===== config.mk =====
export PLATFORM = sky130hd
export DESIGN_NAME = alu4_status
export DESIGN_NICKNAME = d
export VERILOG_FILES = /design/src/rtl/alu4_status_pkg.sv /design/src/rtl/alu4_bit_terms.sv /design/src/rtl/alu4_lookahead.sv /design/src/rtl/alu4_result.sv /design/src/rtl/alu4_status.sv
export SDC_FILE = /design/constraint.sdc
export NUM_CORES = 1
export LEC_CHECK = 0
export ABC_AREA = 1
export ABC_CLOCK_PERIOD_IN_PS = 3050
export BUFFER_PORTS_ARGS = -buffer_cell sky130_fd_sc_hd__buf_2
export CAP_MARGIN = 10
export CORE_MARGIN = 5
export CORE_UTILIZATION = 50
export DETAILED_ROUTE_END_ITERATION = 16
export PLACE_DENSITY = 0.89
export SYNTH_ARGS = -nofsm -noshare
export SYNTH_HDL_FRONTEND = slang
export SYNTH_HIERARCHICAL = 1
export SYNTH_SLANG_ARGS = --single-unit

===== constraint.sdc =====
create_clock -name clk -period 3.05 [get_ports clk]
set_input_delay 0.1525 -clock clk [delete_from_list [all_inputs] [get_ports clk]]
set_output_delay 0.1525 -clock clk [all_outputs]
set_load 0.01 [all_outputs]

===== src/rtl/alu4_status_pkg.sv =====
package alu4_status_pkg;

  // Function codes that carry a special meaning for status and comparison.
  typedef enum logic [3:0] {
    SEL_PASS      = 4'd0,
    SEL_NAND_ANY  = 4'd4,
    SEL_SUB       = 4'd6,
    SEL_ADD_XNOR  = 4'd9,
    SEL_DECR      = 4'd15
  } sel_code_e;

  localparam int unsigned SEL_W = 4;

  // Per-bit "wide" term: the bit set that always joins the sum.
  function automatic logic wide_term(input logic ai, input logic bi,
                                     input logic [SEL_W-1:0] s);
    return ai | (bi & s[0]) | (~bi & s[1]);
  endfunction

  // Per-bit "narrow" term: always a subset of the wide term.
  function automatic logic narrow_term(input logic ai, input logic bi,
                                       input logic [SEL_W-1:0] s);
    return (ai & bi & s[3]) | (ai & ~bi & s[2]);
  endfunction

endpackage


===== src/rtl/alu4_bit_terms.sv =====
module alu4_bit_terms
  import alu4_status_pkg::*;
#(
  parameter int unsigned WIDTH = 4
) (
  input  logic [WIDTH-1:0] a,
  input  logic [WIDTH-1:0] b,
  input  logic [SEL_W-1:0] sel,
  output logic [WIDTH-1:0] prop,
  output logic [WIDTH-1:0] gen
);

  for (genvar i = 0; i < WIDTH; i++) begin : g_bit
    assign prop[i] = wide_term(a[i], b[i], sel);
    assign gen[i]  = narrow_term(a[i], b[i], sel);
  end

endmodule


===== src/rtl/alu4_lookahead.sv =====
module alu4_lookahead #(
  parameter int unsigned WIDTH = 4
) (
  input  logic [WIDTH-1:0] prop,
  input  logic [WIDTH-1:0] gen,
  input  logic             cin,
  output logic [WIDTH:0]   carry,
  output logic             grp_gen,
  output logic             grp_prop
);

  // Each carry is formed from its own prefix of generate/propagate terms,
  // so no carry waits on the previous bit's carry.
  assign carry[0] = cin;

  for (genvar k = 1; k <= WIDTH; k++) begin : g_carry
    logic pre_g;
    logic pre_p;
    always_comb begin
      pre_g = 1'b0;
      pre_p = 1'b1;
      for (int j = 0; j < k; j++) begin
        pre_g = gen[j] | (prop[j] & pre_g);
        pre_p = pre_p & prop[j];
      end
    end
    assign carry[k] = pre_g | (pre_p & cin);
  end

  always_comb begin
    grp_gen  = 1'b0;
    grp_prop = 1'b1;
    for (int j = 0; j < WIDTH; j++) begin
      grp_gen  = gen[j] | (prop[j] & grp_gen);
      grp_prop = grp_prop & prop[j];
    end
  end

endmodule


===== src/rtl/alu4_result.sv =====
module alu4_result #(
  parameter int unsigned WIDTH = 4
) (
  input  logic [WIDTH-1:0] prop,
  input  logic [WIDTH-1:0] gen,
  input  logic [WIDTH:0]   carry,
  input  logic             grp_gen,
  input  logic             grp_prop,
  input  logic             logic_mode,
  input  logic             carry_in_n,
  output logic [WIDTH-1:0] f,
  output logic             all_ones,
  output logic             p_n,
  output logic             g_n,
  output logic             co_n
);

  logic [WIDTH-1:0] half;

  assign half = prop ^ gen;

  for (genvar i = 0; i < WIDTH; i++) begin : g_res
    assign f[i] = logic_mode ? ~half[i] : (half[i] ^ carry[i]);
  end

  assign all_ones = &f;

  always_comb begin
    if (logic_mode) begin
      p_n  = ~all_ones;
      g_n  = 1'b1;
      co_n = p_n & carry_in_n;
    end else begin
      p_n  = ~grp_prop;
      g_n  = ~grp_gen;
      co_n = ~carry[WIDTH];
    end
  end

endmodule


===== src/rtl/alu4_status.sv =====
module alu4_status
  import alu4_status_pkg::*;
#(
  parameter int unsigned WIDTH = 4
) (
  input  logic             clk,
  input  logic             rst,
  input  logic [WIDTH-1:0] a,
  input  logic [WIDTH-1:0] b,
  input  logic [SEL_W-1:0] sel,
  input  logic             logic_mode,
  input  logic             carry_in_n,
  output logic [WIDTH-1:0] f,
  output logic             a_eq_b,
  output logic             grp_p_n,
  output logic             grp_g_n,
  output logic             carry_out_n
);

  logic [WIDTH-1:0] prop, gen, f_d;
  logic [WIDTH:0]   carry;
  logic             grp_gen, grp_prop, eq_d, p_d, g_d, co_d;

  alu4_bit_terms #(.WIDTH(WIDTH)) u_terms (
    .a(a), .b(b), .sel(sel), .prop(prop), .gen(gen)
  );

  alu4_lookahead #(.WIDTH(WIDTH)) u_cla (
    .prop(prop), .gen(gen), .cin(~carry_in_n), .carry(carry),
    .grp_gen(grp_gen), .grp_prop(grp_prop)
  );

  alu4_result #(.WIDTH(WIDTH)) u_res (
    .prop(prop), .gen(gen), .carry(carry), .grp_gen(grp_gen),
    .grp_prop(grp_prop), .logic_mode(logic_mode), .carry_in_n(carry_in_n),
    .f(f_d), .all_ones(eq_d), .p_n(p_d), .g_n(g_d), .co_n(co_d)
  );

  always_ff @(posedge clk) begin
    if (rst) begin
      f           <= '0;
      a_eq_b      <= 1'b0;
      grp_p_n     <= 1'b1;
      grp_g_n     <= 1'b1;
      carry_out_n <= 1'b1;
    end else begin
      f           <= f_d;
      a_eq_b      <= eq_d;
      grp_p_n     <= p_d;
      grp_g_n     <= g_d;
      carry_out_n <= co_d;
    end
  end

endmodule


# --- Yosys cells after proc, flatten, opt, wreduce, memory -nomap -nowiden ---
# Cells that the tools add are included.
totals:
  inputBits: 16
  mem_bits_ro: 0
  regBits: 8
  output_inout_bits: 8
  ram_bits: 0
  word_cells: 85
  latchBits: 0
  mem_count: 0
classes:
  bitwise: 72
  addsub: 0
  muxes: 6
  eq_ne: 0
  magnitude_cmp: 0
  shift: 0
  div: 0
  n_mul: 0
  n_reduce_logical: 2
ops:
  columns: ["op", "count"]
  rows:
  - ["1-bit bitwise AND", 35]
  - ["1-bit OR", 19]
  - ["1-bit inverter", 13]
  - ["1-bit two-way mux", 6]
  - ["4-bit AND reduction", 1]
  - ["1-bit XOR", 4]
  - ["4-bit XOR", 1]
  - ["2-bit OR reduction", 1]

# --- Longest topological paths before layout ---
# Gate-level depths: netlist of the first run.
depth:
  ltp_word: 15
  mapped_depth: 18
  depth_no_buf: 18

# --- By module ---
# Netlist of the first run, hierarchy kept.
modules_own_cells:
  columns: ["mod", "seq_area_each_um2", "n_inst", "area_each_um2", "cells_each"]
  rows:
  - ["alu4_result", 0.0, 1, 300.3, 60]
  - ["alu4_status", 160.2, 1, 227.7, 26]
  - ["alu4_bit_terms", 0.0, 1, 135.1, 32]
  - ["alu4_lookahead", 0.0, 1, 93.8, 19]

# --- Worst setup path before layout of the first run ---
# No wires, ideal clock.
synth_path:
  path_kind: "in2reg"
  from: "input port b[1]"
  to: "register grp_p_n"
  path_buffers: 0
  setup_slack_ns: 1.601
  t_arrival_ns: 1.337
  setup_time_ns: 0.112
  required_time_ns: 2.938
  cell_stages: 17
  path_cell_list: "inv_1 > nand2_1 > nand3_1 > nand2_1 > nand2_1 > nand2_1 > nand3b_1 > nor2_4 > nand3_1 > nand2_2 > nand2_2 > inv_2 > nand2_2 > nand2_1 > o21ai_2 > inv_1 > nand2_1"
synth_between:
  elab_chain_len: 13
  elab_cells_between_ends: 33
  classes_between: "mux (4); bitwise (28); reduce/logical (1)"
synth_rtl:
  columns: ["element", "line_no", "rtl"]
  rows:
  - ["from (decl)", "alu4_status.sv:9", "input logic [WIDTH-1:0] b,"]
  - ["1-bit bitwise AND or 1-bit inverter (tied branches)", "alu4_status_pkg.sv:17", "return ai | (bi & s[0]) | (~bi & s[1]);"]
  - ["1-bit OR or 1-bit bitwise AND (tied branches)", "alu4_status_pkg.sv:17", null]
  - ["1-bit OR *", "alu4_status_pkg.sv:17", null]
  - ["via prop[1]", "alu4_status.sv:20", "logic [WIDTH-1:0] prop, gen, f_d;"]
  - ["1-bit bitwise AND", "alu4_lookahead.sv:23", "pre_g = gen[j] | (prop[j] & pre_g);"]
  - ["1-bit OR", "alu4_lookahead.sv:23", null]
  - ["1-bit bitwise AND", "alu4_lookahead.sv:23", null]
  - ["1-bit OR", "alu4_lookahead.sv:23", null]
  - ["1-bit OR *", "alu4_lookahead.sv:27", "assign carry[k] = pre_g | (pre_p & cin);"]
  - ["via carry[3]", "alu4_status.sv:21", "logic [WIDTH:0] carry;"]
  - ["1-bit XOR *", "alu4_result.sv:23", "assign f[i] = logic_mode ? ~half[i] : (half[i] ^ carry[i]);"]
  - ["1-bit two-way mux *", "alu4_result.sv:23", null]
  - ["via f_d[3]", "alu4_status.sv:20", null]
  - ["4-bit AND reduction *", "alu4_result.sv:26", "assign all_ones = &f;"]
  - ["1-bit inverter *", "alu4_result.sv:30", "p_n = ~all_ones;"]
  - ["1-bit two-way mux *", "alu4_result.sv:29", "if (logic_mode) begin"]
  - ["via p_d", "alu4_status.sv:22", "logic grp_gen, grp_prop, eq_d, p_d, g_d, co_d;"]
  - ["to (signal assigned)", "alu4_status.sv:49", "grp_p_n <= p_d;"]
  - ["to (decl)", "alu4_status.sv:15", "output logic grp_p_n,"]
# The timed path passes the listed nets; every way through them passes the cells marked *.
# A chain may end at the register's enable or synchronous reset.

# --- Worst setup path in the final report of the first run ---
layout_path:
  from: "input port b[1]"
  to: "register carry_out_n"
layout_between:
  elab_chain_len: 14
  elab_cells_between_ends: 38
  classes_between: "mux (4); bitwise (33); reduce/logical (1)"
layout_rtl:
  columns: ["element", "line_no", "rtl"]
  rows:
  - ["1-bit bitwise AND or 1-bit inverter (tied branches)", "alu4_status_pkg.sv:17", null]
  - ["1-bit OR or 1-bit bitwise AND (tied branches)", "alu4_status_pkg.sv:17", null]
  - ["1-bit OR *", "alu4_status_pkg.sv:17", null]
  - ["via prop[1]", "alu4_status.sv:20", null]
  - ["1-bit bitwise AND", "alu4_lookahead.sv:23", null]
  - ["1-bit OR", "alu4_lookahead.sv:23", null]
  - ["1-bit bitwise AND", "alu4_lookahead.sv:23", null]
  - ["1-bit OR", "alu4_lookahead.sv:23", null]
  - ["[... 1 more ...]", null, null]
  - ["via carry[3]", "alu4_status.sv:21", null]
  - ["1-bit XOR *", "alu4_result.sv:23", null]
  - ["1-bit two-way mux *", "alu4_result.sv:23", null]
  - ["via f_d[3]", "alu4_status.sv:20", null]
  - ["4-bit AND reduction *", "alu4_result.sv:26", null]
  - ["1-bit inverter *", "alu4_result.sv:30", null]
  - ["1-bit bitwise AND *", "alu4_result.sv:32", "co_n = p_n & carry_in_n;"]
  - ["1-bit two-way mux *", "alu4_result.sv:29", null]
  - ["via co_d", "alu4_status.sv:22", null]
  - ["to (signal assigned)", "alu4_status.sv:51", "carry_out_n <= co_d;"]
  - ["to (decl)", "alu4_status.sv:17", "output logic carry_out_n"]
# Marks and branches as above.

==> results of run 1 <==
-- kinds of logic after synthesis --
kind of cell | Yosys count | synth area share (%)
AOI/OAI and AO/OA | 3 | 2.97
DFF | 8 | 21.2
buffers and inverters | 38 | 20.7
and+or+nand+nor | 88 | 55.2
-- cell usage in the layout, fill, tap and decap left out --
cell type / netlist / layout
nand2_1: 44 / 44
buf_2: 0 / 23
nor2_1: 6 / 6
o21ai_2: 1 / 1
nand3_1: 20 / 20
nand3_2: 3 / 3
nand4_1: 1 / 1
a21o_2: 1 / 1
inv_2: 5 / 5
nand3b_1: 1 / 1
inv_4: 1 / 1
a21oi_1: 1 / 1
inv_1: 30 / 30
clkbuf_4: 0 / 3
nor2_2: 3 / 3
or2_1: 1 / 1
dfxtp_1: 8 / 8
nor2_4: 1 / 1
nand2_2: 8 / 8
-- through the flow --
stage	hold slack [ps]	total power [mW]	util [%]	worst slack, ps
after detailed placement	398	0.241	59.4	1290
after floorplan	224	0.207	-	1600
after global placement	396	0.235	59.4	1380
after CTS	146	0.314	60.9	1540
final	152	0.312	60.9	1530
after global routing	162	0.341	60.9	1320
-- cells in the mapped netlist (all sizes together) --
library cell | n | area [µm²]
a21oi | 1 | 5.00
a21o | 1 | 8.76
or2 | 1 | 6.26
dfxtp | 8 | 160
nor2 | 10 | 52.6
buf | 2 | 18.8
nand3b | 1 | 7.51
nand3 | 23 | 130
nand2 | 52 | 215
nand4 | 1 | 6.26
o21ai | 1 | 8.76
inv | 36 | 138
-- state kept, by name (all words and copies together), names as in the netlist --
name         flops
grp_g_n          1
grp_p_n          1
carry_out_n      1
a_eq_b           1
f                4
-- power groups by stage --
stage,Sequential (mW),Clock (mW),Combinational [mW]
6_report,0.115,0.0741,0.123
5_1_grt,0.116,0.0850,0.140
4_1_cts,0.115,0.0758,0.124
3_5_place_dp,0.117,0,0.123
3_3_place_gp,0.117,0,0.118
2_1_floorplan,0.122,0,0.0847
-- cell type report --
class | instances | area share [%]
Clock buffer | 3 | 2.51
Inverter | 36 | 15.4
Multi-Input combinational cell | 91 | 49.2
Sequential cell | 8 | 17.9
Tap cell | 16 | 2.23
Timing Repair Buffer | 23 | 12.8
-- worst max path at each step --
stage                start     endpoint  slack, ps  cells past startpoint
floorplan             b[1]      grp_p_n       1600                     17
global placement    sel[0]      grp_p_n       1380                     17
detailed placement    b[1]  carry_out_n       1290                     18
CTS                   b[1]  carry_out_n       1540                     18
global route          b[1]  carry_out_n       1320                     18
finish                b[1]  carry_out_n       1530                     18
-- per-layer routing --
| layer | up-vias | GRT usage, % | share of wire, % |
|---|---|---|---|
| met5 | - | 0 | 0 |
| met4 | 0 | 4.48 | 0 |
| met3 | 0 | 2.45 | 7.4 |
| met2 | 28 | 26.3 | 54 |
| met1 | 353 | 15.0 | 38 |
| li1 | 453 | - | - |
==> impl_metrics.env, run 1 <==
export IMPL_drive_gt1_share_pct=30.4
export IMPL_clockPowerShare_pct=23.8
export IMPL_ys_types=19
export IMPL_min_path_type="in -> reg"
export IMPL_drv_cap=0
export IMPL_ctsHoldBuffers=0
export IMPL_peakVddDrop_uv=114
export IMPL_comb_power_share_pct=39.4
export IMPL_ant_nets=0
export IMPL_cts_max_level=1
export IMPL_post_route_min_period_ps=1520
export IMPL_worstMarginPinSlew_ps=283
export IMPL_vias=834
export IMPL_status="complete, no violations"
export IMPL_relSlewSlack_pct=81.0
export IMPL_critPathLaunchType="primary input"
export IMPL_leakage_nw=0.589
export IMPL_cp_end_kind="flip-flop"
export IMPL_p_int_mw=0.204
export IMPL_groute_usage_overall_pct=13.8
export IMPL_cts_resized=0
export IMPL_syn_num_nets=153
export IMPL_fillerInstances=152
export IMPL_drc=0
export IMPL_area_delta_synth_final_pct=18.3
export IMPL_hold_path_startpoint="rst"
export IMPL_switching_share_pct=34.5
export IMPL_finalHoldViolations=0
export IMPL_layout_nets=179
export IMPL_drt_vias_per_instance=4.71
export IMPL_pin_count=24
export IMPL_die_h_um=48.9
export IMPL_yosysSeqAreaShare_pct=21.2
export IMPL_crit_path_top_delay_cell="nand3_1"
export IMPL_grt_overflow_total=0
export IMPL_antenna_cells=0
export IMPL_crit_buf_inv=4
export IMPL_dp_hpwl_um=1370
export IMPL_tns_ps=0
export IMPL_cp_required_ps=3180
export IMPL_antenna_found_initial=0
export IMPL_critical_path_top_delay_family="simple AND/OR/NAND/NOR gates"
export IMPL_grt_pass1_wl_um=2810
export IMPL_start_util_pct=51.4
export IMPL_avgSynthCellArea_um2=5.53
export IMPL_dieArea_um2=2390
export IMPL_cts_tree="yes"
export IMPL_fin_cells=177
export IMPL_rsz0062_at_grt="false"
export IMPL_crit_path_max_fanout=7
export IMPL_drtIter0Drc=9
export IMPL_yosys_warnings=6
export IMPL_fmax_mhz=657
export IMPL_cpMostUsedCell="nand2_1"
export IMPL_port_buffers=23
export IMPL_timing_final_crit_share_pct=49.9
export IMPL_multi_input_area_um2=440
export IMPL_fin_area_um2=896
export IMPL_dp_cells=174
export IMPL_cp_cell_sequence="buf_2 > inv_1 > nand2_1 > nand3_1 > nand2_1 > nand2_1 > nand2_1 > nand3b_1 > nor2_4 > nand3_1 > nand2_2 > nand2_2 > inv_2 > nand2_2 > nand3_1 > nand2_1 > inv_1 > nand2_1"
export IMPL_rows=14
export IMPL_core_area_um2=1470
export IMPL_ys_seq_elements=8
export IMPL_dr_pass1_iters=4
export IMPL_grt_start_max_net_pins=10
export IMPL_whs_endpoint="f[3]"
export IMPL_seqPwrFrac_pct=36.8
export IMPL_p_per_area_nw_per_um2=348
export IMPL_netlist_area_um2=757
export IMPL_die_width_um=48.9
export IMPL_cpPeakStageDelay_ps=180
export IMPL_wl_per_cell_um=8.83
export IMPL_holdPathStages=2
export IMPL_area_sequential_um2=160
export IMPL_cts_clk_slew_worst_paths_ps=50
export IMPL_p_switching_mw=0.108
export IMPL_cts_made_buffers=3
export IMPL_maxSlewViolCount=0
export IMPL_clk_path_buf_depth=2
export IMPL_root_buffer="clkbuf_4"
export IMPL_cts_sinks=8
export IMPL_final_setup_viol_count=0
export IMPL_path_class="in -> reg"
export IMPL_cp_arrival_ps=1650
export IMPL_cts_setup_buffers=0
export IMPL_wl_um=1560
export IMPL_grt_pass1_vias=763
export IMPL_syn_instance_count=137
export IMPL_gp_congestion=0.806
export IMPL_placed_cell_area_um2=873
Note: power is estimated with default switching activity, not from simulation.
==> run 2: changes to the inputs <==
--- a/config.mk
+++ b/config.mk
@@ -6,13 +6,13 @@
 export NUM_CORES = 1
 export LEC_CHECK = 0
 export ABC_AREA = 1
-export ABC_CLOCK_PERIOD_IN_PS = 3050
+export ABC_CLOCK_PERIOD_IN_PS = 1300
 export BUFFER_PORTS_ARGS = -buffer_cell sky130_fd_sc_hd__buf_2
 export CAP_MARGIN = 10
 export CORE_MARGIN = 5
-export CORE_UTILIZATION = 50
+export CORE_UTILIZATION = 44
 export DETAILED_ROUTE_END_ITERATION = 16
-export PLACE_DENSITY = 0.89
+export PLACE_DENSITY = 0.83
 export SYNTH_ARGS = -nofsm -noshare
 export SYNTH_HDL_FRONTEND = slang
 export SYNTH_HIERARCHICAL = 1
==> constraint.sdc (replaced) <==
create_clock -name clk -period 1.3 [get_ports clk]
set_input_delay 0.065 -clock clk [delete_from_list [all_inputs] [get_ports clk]]
set_output_delay 0.065 -clock clk [all_outputs]
set_load 0.01 [all_outputs]
==> impl_metrics.env, run 2 (same netlist as run 1, synthesis figures left out) <==
export IMPL_largest_reg_flops=4
export IMPL_area_delta_synth_final_pct=40.0
export IMPL_dieArea_um2=2650
export IMPL_clk_path_buf_depth=2
export IMPL_cts_sinks=8
export IMPL_min_path_type="in -> reg"
export IMPL_cts_max_level=1
export IMPL_startpoint="sel[1]"
export IMPL_pin_count=24
export IMPL_vias=894
export IMPL_cts_tree="yes"
export IMPL_crit_path_top_delay_cell="buf_2"
export IMPL_top_register="f"
export IMPL_grt_overflow_total=0
export IMPL_fmax_mhz=821
export IMPL_drt_vias_per_instance=4.66
export IMPL_wl_per_cell_um=9.28
export IMPL_hold_path_startpoint="rst"
export IMPL_cpPeakStageDelay_ps=130
export IMPL_critPathLaunchType="primary input"
export IMPL_groute_usage_overall_pct=13.4
export IMPL_cp_cell_sequence="buf_2 > nand2_2 > nand3_4 > nand2_2 > nand2_2 > nand2_1 > nand3b_1 > nor2_4 > nand3_2 > nand2_2 > nand2_2 > inv_2 > nand2_4 > nand2_2 > o21ai_2 > inv_1 > nand2_1"
export IMPL_drive_gt1_share_pct=43.4
export IMPL_cp_end_kind="flip-flop"
export IMPL_cts_made_buffers=3
export IMPL_status="complete, no violations"
export IMPL_cts_clk_slew_worst_paths_ps=50
export IMPL_grt_pass1_wl_um=2870
export IMPL_cp_arrival_ps=1360
export IMPL_die_h_um=51.5
export IMPL_dr_pass1_iters=4
export IMPL_antenna_cells=0
export IMPL_ant_nets=0
export IMPL_wl_um=1780
export IMPL_layout_nets=193
export IMPL_mostFrequentLayoutCells="37 x nand2_1, 29 x inv_1, 22 x buf_2, 15 x buf_4, 15 x nand3_1"
export IMPL_leakage_nw=0.677
export IMPL_worstMarginPinSlew_ps=272
export IMPL_maxSlewViolCount=0
export IMPL_peakVddDrop_uv=408
export IMPL_hold_ws_ps=58.5
export IMPL_final_common_cell="nand2_1"
export IMPL_root_buffer="clkbuf_4"
export IMPL_cpMostUsedCell="nand2_2"
export IMPL_antenna_found_initial=0
export IMPL_cp_required_ps=1440
export IMPL_relSlewSlack_pct=81.9
export IMPL_fin_ws_ps=81.4
export IMPL_dp_hpwl_um=1460
export IMPL_endpoint="grp_p_n"
export IMPL_total_power_mw=0.816
export IMPL_drtIter0Drc=9
export IMPL_path_class="in -> reg"
export IMPL_grt_start_max_net_pins=10
export IMPL_p_per_area_nw_per_um2=770
export IMPL_start_util_pct=44.8
export IMPL_finalHoldViolations=0
export IMPL_gp_congestion=0.788
export IMPL_crit_path_max_fanout=4
export IMPL_timing_final_crit_share_pct=93.7
export IMPL_drv_cap=0
export IMPL_post_route_min_period_ps=1220
export IMPL_core_area_um2=1690
export IMPL_final_setup_viol_count=0
export IMPL_fillerInstances=164
export IMPL_port_buffers=23
export IMPL_dp_slack_ps=-240
export IMPL_rows=15
export IMPL_grt_pass1_vias=806
export IMPL_die_width_um=51.5
export IMPL_drc=0
-- run 2: cell types whose count changed in the layout (fill, tap and decap cells not counted), sizes merged --
| cell | change |
|---|---|
| buf | +14 |
-- run 2: worst max-delay path, delay by kind of cell --
kind            cells  cell delay, ps
compound gates      1              50
simple gates       13             970
buf+inv             3             260
-- run 2: cell type report --
cell class	count	area (µm²)	area share, %
well taps	17	21.3	2.01
repair buffers	37	223	21.0
multi-input cells	91	495	46.8
inverters	36	138	13.0
clock buffers	3	22.5	2.13
flip-flops and latches	8	160	15.1
-- run 2: metal layers --
metal  up-vias  part of all wire (%)  global-route usage [%]
li1        479                     -                       -
met2        21                    55                    28.0
met3         0                   5.5                    2.92
met1       394                    40                    13.5
met5         -                     0                       0
met4         0                     0                    1.31
-- run 2: through the flow --
stage,TNS [ps],std cells,instance area (µm²),util (%)
after floorplan,0,137,762,-
after global placement,-427,186,962,57.0
after detailed placement,-585,186,962,57.0
after CTS,0,189,985,58.3
after global routing,-61.9,192,1060,62.7
final,0,192,1060,62.7
-- run 2: how the worst min path moves through the flow --
stage	end	slack, ps	cells past startpoint
floorplan	a_eq_b	140	1
global placement	f[0]	310	2
detailed placement	f[3]	310	2
CTS	a_eq_b	50	2
global route	a_eq_b	50	2
finish	a_eq_b	60	2
-- run 2: repair_timing --
item,4_1_cts,5_1_grt
gates resized for setup,0,15
hold buffers,0,0
setup buffers,0,3
endpoints found under the setup margin,0,3
-- run 2: where the power goes --
part | internal, mW | total, mW | leakage, nW | switching, mW
clock network | 0.105 | 0.179 | 0.0138 | 0.0742
registers | 0.265 | 0.269 | 0.0662 | 0.00341
logic | 0.161 | 0.368 | 0.597 | 0.207
